[src/rtl/ordgate_pkg.sv]
package ordgate_pkg;
  typedef enum logic [1:0] {
    K_ORD  = 2'b00,
    K_SYNC = 2'b01,
    K_ACQ  = 2'b10,
    K_REL  = 2'b11
  } acc_kind_e;
endpackage

[src/rtl/ordgate_rules.sv]
module ordgate_rules
  import ordgate_pkg::*;
(
  input  logic      mode_rel,
  input  acc_kind_e kind,
  input  logic      cnt_zero,
  input  logic      cnt_full,
  input  logic      blk_pend,
  input  logic      rel_pend,
  output logic      allow,
  output logic      sets_blk,
  output logic      sets_rel
);
  logic fence_kind;

  always_comb begin
    fence_kind = (kind == K_SYNC) || (!mode_rel && kind != K_ORD);
    sets_blk   = fence_kind || (mode_rel && kind == K_ACQ);
    sets_rel   = mode_rel && (kind == K_REL);
    allow      = !blk_pend && !cnt_full;
    if (fence_kind) begin
      allow = allow && cnt_zero;
    end else if (kind == K_REL) begin
      allow = allow && cnt_zero;
    end else if (kind == K_ACQ) begin
      allow = allow && !rel_pend;
    end
  end
endmodule

[src/rtl/ordgate_tracker.sv]
module ordgate_tracker
  import ordgate_pkg::*;
#(
  parameter int MAX_OUT = 16,
  localparam int CNT_W  = $clog2(MAX_OUT + 1)
)(
  input  logic             clk,
  input  logic             rst_n,
  input  logic             fire,
  input  logic             set_blk,
  input  logic             set_rel,
  input  logic             ack_valid,
  input  acc_kind_e        ack_kind,
  output logic [CNT_W-1:0] cnt_q,
  output logic             blk_q,
  output logic             rel_q
);
  localparam logic [CNT_W-1:0] CNT_MAX = CNT_W'(MAX_OUT);

  logic [CNT_W-1:0] cnt_d;
  logic             blk_d, rel_d;
  logic             dec, sync_done, en;

  always_comb begin
    dec       = ack_valid && (cnt_q != '0);
    sync_done = dec && (ack_kind != K_ORD);
    cnt_d     = cnt_q;
    if (fire && !dec && cnt_q != CNT_MAX) cnt_d = cnt_q + 1'b1;
    else if (!fire && dec)                cnt_d = cnt_q - 1'b1;
    blk_d = blk_q;
    rel_d = rel_q;
    if (sync_done) begin
      blk_d = 1'b0;
      rel_d = 1'b0;
    end
    if (fire && set_blk) blk_d = 1'b1;
    if (fire && set_rel) rel_d = 1'b1;
    en = fire || dec;
  end

  always_ff @(posedge clk or negedge rst_n) begin
    if (!rst_n) begin
      cnt_q <= '0;
      blk_q <= 1'b0;
      rel_q <= 1'b0;
    end else if (en) begin
      cnt_q <= cnt_d;
      blk_q <= blk_d;
      rel_q <= rel_d;
    end
  end
endmodule

[src/rtl/ordgate.sv]
module ordgate
  import ordgate_pkg::*;
#(
  parameter int MAX_OUT = 16,
  localparam int CNT_W  = $clog2(MAX_OUT + 1)
)(
  input  logic       clk,
  input  logic       rst_n,
  input  logic       mode_rel,
  input  logic       req_valid,
  input  logic [1:0] req_kind,
  output logic       req_ready,
  output logic       iss_valid,
  output logic [1:0] iss_kind,
  input  logic       mem_ready,
  input  logic       ack_valid,
  input  logic [1:0] ack_kind
);
  localparam logic [CNT_W-1:0] CNT_MAX = CNT_W'(MAX_OUT);

  logic [CNT_W-1:0] cnt_q;
  logic blk_q, rel_q, allow, sets_blk, sets_rel, fire;

  ordgate_rules u_rules (
    .mode_rel (mode_rel),
    .kind     (acc_kind_e'(req_kind)),
    .cnt_zero (cnt_q == '0),
    .cnt_full (cnt_q == CNT_MAX),
    .blk_pend (blk_q),
    .rel_pend (rel_q),
    .allow    (allow),
    .sets_blk (sets_blk),
    .sets_rel (sets_rel)
  );

  always_comb begin
    req_ready = allow && mem_ready;
    iss_valid = req_valid && allow;
    iss_kind  = req_kind;
    fire      = req_valid && req_ready;
  end

  ordgate_tracker #(.MAX_OUT(MAX_OUT)) u_track (
    .clk       (clk),
    .rst_n     (rst_n),
    .fire      (fire),
    .set_blk   (sets_blk),
    .set_rel   (sets_rel),
    .ack_valid (ack_valid),
    .ack_kind  (acc_kind_e'(ack_kind)),
    .cnt_q     (cnt_q),
    .blk_q     (blk_q),
    .rel_q     (rel_q)
  );
endmodule

[config.mk]
export PLATFORM = sky130hd
export DESIGN_NAME = ordgate
export DESIGN_NICKNAME = d
export VERILOG_FILES = /design/src/rtl/ordgate_pkg.sv /design/src/rtl/ordgate_rules.sv /design/src/rtl/ordgate_tracker.sv /design/src/rtl/ordgate.sv
export SDC_FILE = /design/constraint.sdc
export NUM_CORES = 1
export LEC_CHECK = 0
export ABC_AREA = 1
export BUFFER_PORTS_ARGS = -buffer_cell sky130_fd_sc_hd__buf_2
export CAP_MARGIN = 25
export CORE_MARGIN = 2
export CORE_UTILIZATION = 46
export DETAILED_ROUTE_END_ITERATION = 8
export GPL_TIMING_DRIVEN = 1
export PLACE_DENSITY = 0.77
export SYNTH_ARGS = -nofsm -noshare
export SYNTH_HDL_FRONTEND = slang
export SYNTH_SLANG_ARGS = --single-unit
export TNS_END_PERCENT = 100
[constraint.sdc]
create_clock -name clk -period 6.2 [get_ports clk]
set_clock_uncertainty 0.15 [all_clocks]
set_input_delay 1.24 -clock clk [delete_from_list [all_inputs] [get_ports clk]]
set_output_delay 1.24 -clock clk [all_outputs]
set_load 0.005 [all_outputs]
==> results.yml, run 1 <==
drt:
  viasPerCell: 4.80
  num_vias: 538
  avgRoutedWirePerCell_um: 9.84
  drt_wl_total_mm: 1.10
  drc: 0
  ant_nets: 0
  drtPass1Iterations: 3
  drt_iter0_markers: 5
setup_path:
  crit_top_cell: "buf_2"
  slowest_delay_ns: 0.26
  critPathBufInv: 3
  cp.required_ns: 4.81
  path_cells: "buf_2 > or2_4 > nand2_2 > nor2_2 > nor2_4 > inv_1 > nor2_1 > buf_2"
  worstPathMaxFanout: 5
  cp.arrival_ns: 2.11
  critPathKind: "in2out"
  cp-end-kind: "output pin"
  worst_path_max_delay_cell: "or2_4"
  path_delay_family: "simple AND/OR/NAND/NOR gates"
  cp-start-kind: "input pin"
global_route:
  grt_use_total_pct: 17.9
  grt_start_max_net_pins: 8
  grt_pass1_wl_mm: 1.86
  use_met2_pct: 31.5
  busiest_layer: "met2"
  use_met1_pct: 19.7
  grt-ovfl-total: 0
  met3_usage_pct: 1.67
  grt_pass1_vias: 486
  antenna_found_initial: 0
power_and_ir_drop:
  switching_power_mw: 0.136
  p_total_mw: 0.296
  combinationalPowerShare_pct: 57.2
  swShare_pct: 45.9
  vdd_ir_drop_max_v: 0.000204
  intPower_mw: 0.160
  clkPwrFrac_pct: 13.9
  p_seq_share_pct: 28.9
  power.leakage_nw: 0.404
  cellPowerDensity_nw_per_um2: 429
floorplan:
  dieHeight_um: 40.0
  core_area_um2: 1160
  io_pins: 14
  initial_core_util_pct: 51.6
  dieArea_um2: 1600
  fp.dieW_um: 40.0
  rows: 12
run_status:
  outcome: "finished clean"
timing:
  period_needed_ns: 3.50
  period_share_pct: 56.5
  finalSetupTns_ns: 0
  worstMarginPinSlew_ns: 0.201
  timing.fmax_mhz: 285
  maxSlewHeadroom_pct: 86.5
  setup_viol: 0
  final-hold-violation-count: 0
  rsz0062_at_grt: "no"
  maxSlewViolCount: 0
place:
  place_congestion: 0.691
  io_buffers: 13
  placed_cells: 108
  hpwlAfterDp_um: 913
clocking:
  postCtsSetupRepairBufs: 0
  cts_hold_buffers: 0
  clkTransAtPathRegs_ns: 0.06
  post_cts_resized: 0
  cts_tree: "done"
  cts-buffers-inserted: 3
  cts_sinks: 7
  h-tree-depth: 1
  clockRootBuffer: "clkbuf_4"
  clk_latency_ns: 0.25
  clk_path_buf_depth: 2
logic_synthesis:
  yosys-top-cells-count: "nand2_1 (26), inv_1 (11), dfrtp_1 (7), nor2_1 (7), nand3_1 (6)"
  syn_area_um2: 597
  async_flop_share_pct: 100
  yosysSeqAreaShare_pct: 29.4
  yosysMostFrequentCell: "nand2_1"
  synth.net_count: 97
  netlist_top_cells_area: "dfrtp_1 (29%), nand2_1 (16%), inv_1 (6.9%)"
  synth_ff_type: "dfrtp_1"
  netlist.area_leader.share_pct: 29.4
  synth_edf_count: 0
  yosys.area.top_type: "dfrtp_1"
  avgSynthCellArea_um2: 7.19
  ys_types: 21
  yosysWarnings: 0
  ys_seq_elements: 7
  syn_inst: 83
finish:
  final_cells: 112
  nets: 113
  num_antenna_cells: 0
  syn_to_final_growth_pct: 15.7
  drive_gt1_share_pct: 27.6
run:
  cap_violations: 0
hold_path:
  hold_class: "reg2reg"
[routing by layer]
metal / share of wire, % / vias to the layer above
met1: 46 / 239
li1: - / 287
met5: 0 / -
met3: 3.2 / 2
met4: 0.73 / 0
met2: 50 / 10
[through the flow]
stage	setup WS [ns]	util, %	hold WS [ns]	area (um^2)
after floorplan	2.96	-	0.303	597
after global placement	2.73	57.5	0.334	664
after detailed placement	2.69	57.5	0.346	664
after CTS	2.69	59.7	0.361	691
after global routing	2.62	59.7	0.395	691
final	2.70	59.7	0.355	691
[sequential cells by signal, summed over array words and instances, names as in the netlist]
| name | count |
|---|---|
| u_track.rel_q | 1 |
| u_track.cnt_q | 5 |
| u_track.blk_q | 1 |
[cells by family (layout without fill, tap and decap cells)]
family / Yosys count / count (layout) / share of synthesized area [%]
adders and majority gates: 4 / 4 / 9.64
DFF: 7 / 7 / 29.4
xor gates and xnor gates: 2 / 2 / 2.94
AOI/OAI and AO/OA: 6 / 6 / 5.66
buffers and inverters: 15 / 30 / 10.7
and+or+nand+nor: 49 / 49 / 41.7
[power groups by stage]
stage	registers [mW]	logic, mW	clock network, mW
6_report	0.0856	0.170	0.0411
5_1_grt	0.0879	0.199	0.0456
4_1_cts	0.0856	0.171	0.0435
3_5_place_dp	0.0862	0.169	0
3_3_place_gp	0.0861	0.165	0
2_1_floorplan	0.0810	0.138	0
[worst reg2reg max path: cells and delay by family, from the launching register on]
family | cells | cell delay [ns]
fa+ha+maj | 1 | 0.36
compound gates | 2 | 0.36
buf+inv | 2 | 0.13
flops | 1 | 0.43
simple gates | 9 | 0.82
[final cells by class]
type / instances / area (um^2)
Fill cell: 122 / 465
Multi-Input combinational cell: 61 / 358
Sequential cell: 7 / 175
Timing Repair Buffer: 13 / 65.1
Inverter: 13 / 48.8
Clock buffer: 4 / 26.3
Tap cell: 14 / 17.5
[worst paths after layout]
kind	from	to	slack (ns)	cells after the start
setup / recovery	req_kind[0]	iss_valid	2.70	8
hold / removal	u_track.cnt_q[4]	u_track.cnt_q[4]	0.35	2
setup reg to reg	u_track.cnt_q[0]	u_track.cnt_q[4]	3.84	14
hold reg to reg	u_track.cnt_q[4]	u_track.cnt_q[4]	0.35	2
max in group asynchronous	rst_n	u_track.blk_q	5.08	1
min in group asynchronous	rst_n	u_track.cnt_q[2]	0.66	1
[cells in the final DEF, fill, tap and decap left out, types with 2 or more instances in the layout]
cell type	n
nand2_1	26
buf_2	13
inv_1	11
nor2_1	7
dfrtp_1	7
nand3_1	6
nand2_2	3
o21ai_0	3
ha_1	3
clkbuf_4	3
inv_2	2
nand2_4	2
xor2_1	2
(Power assumes the default switching activity.)
==> inputs of run 2 (changes only) <==
clock period = 3.5 ns   (was 6.2 ns; I/O delays follow)
==> results.yml, run 2 (same netlist as run 1, synthesis figures left out) <==
finish:
  fin_util_pct: 59.8
  drive_gt1_share_pct: 28.6
  post-route-cell-area_um2: 692
  num_antenna_cells: 0
  top_register: "u_track.cnt_q"
  layout_commonest_cell: "nand2_1"
  fillCellCount: 118
  nets: 113
  syn_to_final_growth_pct: 15.9
  mostFrequentLayoutCells: "nand2_1 (26), buf_2 (13), inv_1 (11), nor2_1 (7), dfrtp_1 (7)"
  largest_reg_flops: 5
  top_regs: "u_track.cnt_q (5), u_track.blk_q (1), u_track.rel_q (1)"
clocking:
  clk_path_buf_depth: 2
  clk_latency_ns: 0.25
  post_cts_resized: 0
  cts_tree: "done"
  cts_sinks: 7
  h-tree-depth: 1
  cts_hold_buffers: 0
  clkTransAtPathRegs_ns: 0.06
  clockRootBuffer: "clkbuf_4"
  cts-buffers-inserted: 3
  postCtsSetupRepairBufs: 0
power_and_ir_drop:
  p_seq_share_pct: 29.2
  vdd_ir_drop_max_v: 0.000415
  p_total_mw: 0.524
  swShare_pct: 46.2
  clkPwrFrac_pct: 13.9
  combinationalPowerShare_pct: 56.8
  power.leakage_nw: 0.407
  cellPowerDensity_nw_per_um2: 757
  switching_power_mw: 0.242
  intPower_mw: 0.282
global_route:
  grt-ovfl-total: 0
  grt_pass1_vias: 482
  grt_pass1_wl_mm: 1.79
  grt_start_max_net_pins: 8
  grt_use_total_pct: 17.2
  antenna_found_initial: 0
place:
  place_congestion: 0.796
  hpwlAfterDp_um: 918
  placed_area_um2: 664
  io_buffers: 13
timing:
  worstMarginPinSlew_ns: 0.208
  period_needed_ns: 2.48
  final-hold-violation-count: 0
  period_share_pct: 70.8
  setup_viol: 0
  finalSetupTns_ns: 0
  rsz0062_at_grt: "no"
  maxSlewViolCount: 0
  timing.fmax_mhz: 403
  maxSlewHeadroom_pct: 86.0
setup_path:
  cp.required_ns: 3.49
  crit_top_cell: "nand2_1"
  worst_path_max_delay_cell: "ha_1"
  cp.arrival_ns: 2.47
  path_delay_family: "simple AND/OR/NAND/NOR gates"
  critPathKind: "in2reg"
  cp-start-kind: "input pin"
  worstPathMaxFanout: 6
  critPathBufInv: 2
  slowest_delay_ns: 0.36
  path_cells: "buf_2 > or2_4 > nand2_2 > nor2_2 > nor2_4 > nand4_4 > ha_1 > a21o_1 > a31oi_1 > inv_1 > nand2_1 > nand2_1 > nand2_1 > nand2_1"
  cp-end-kind: "flop"
drt:
  avgRoutedWirePerCell_um: 9.63
  drt_wl_total_mm: 1.08
  num_vias: 534
  drt_iter0_markers: 5
  drc: 0
  ant_nets: 0
  viasPerCell: 4.77
  drtPass1Iterations: 2
floorplan:
  dieArea_um2: 1600
  core_area_um2: 1160
  dieHeight_um: 40.0
  io_pins: 14
  fp.dieW_um: 40.0
  initial_core_util_pct: 51.6
  rows: 12
hold_path:
  hold_class: "in2async"
run_status:
  outcome: "finished clean"
run:
  cap_violations: 0
## run 2: cell types whose count changed in the layout (fill, tap and decap cells not counted)
cell      previous run  this run
clkinv_2             0         1
clkbuf_1             1         0
## run 2: area by class of cell
| cell class | instances | area (um^2) | area share, % |
|---|---|---|---|
| Clock inverter | 1 | 5.00 | 0.723 |
| Clock buffer | 3 | 22.5 | 3.25 |
| Tap cell | 14 | 17.5 | 2.53 |
| Inverter | 13 | 48.8 | 7.05 |
| Multi-Input combinational cell | 61 | 358 | 51.7 |
| Sequential cell | 7 | 175 | 25.3 |
| Timing Repair Buffer | 13 | 65.1 | 9.40 |
## run 2: stage by stage
step | hold slack (ns) | setup slack [ns] | instances
after detailed placement | 0.340 | 0.748 | 108
after CTS | 0.118 | 1.00 | 112
after floorplan | 0.254 | 1.01 | 83
final | 0.119 | 1.02 | 112
after global placement | 0.330 | 0.808 | 108
after global routing | 0.108 | 0.897 | 112
## run 2: routing by layer
layer	routed length (um)	global-route usage [%]
met1	479	17.2
met2	540	32.3
met3	46	3.33
met4	12	10.3
met5	0	0
## run 2: worst register-to-register path, cell delays in order (launching register included)
cell and delay, ns:
dfrtp_1 0.44, nor2_1 0.18, nand2_2 0.09, inv_2 0.07, nand2_1 0.07, nand2_4 0.07
nand4_4 0.17, ha_1 0.36, a21o_1 0.19, a31oi_1 0.20, inv_1 0.06, nand2_1 0.08
nand2_1 0.05, nand2_1 0.05, nand2_1 0.04
## run 2: path summary, 6_finish.rpt
| path | start | to | cells after the start | slack (ns) |
|---|---|---|---|---|
| max | req_kind[0] | u_track.cnt_q[4] | 14 | 1.02 |
| min | rst_n | u_track.cnt_q[2] | 1 | 0.12 |
| max reg2reg | u_track.cnt_q[0] | u_track.cnt_q[4] | 14 | 1.12 |
| min reg2reg | u_track.blk_q | u_track.blk_q | 2 | 0.35 |
| max in group asynchronous | rst_n | u_track.cnt_q[4] | 1 | 2.92 |
| min in group clk | u_track.blk_q | u_track.blk_q | 2 | 0.35 |
## run 2: power groups by stage
stage               combinational (mW)  sequential [mW]  clock, mW
floorplan                        0.245            0.144          0
detailed placement               0.297            0.154          0
global route                     0.347            0.158     0.0820
global placement                 0.287            0.152          0
CTS                              0.303            0.153     0.0758
finish                           0.298            0.153     0.0730
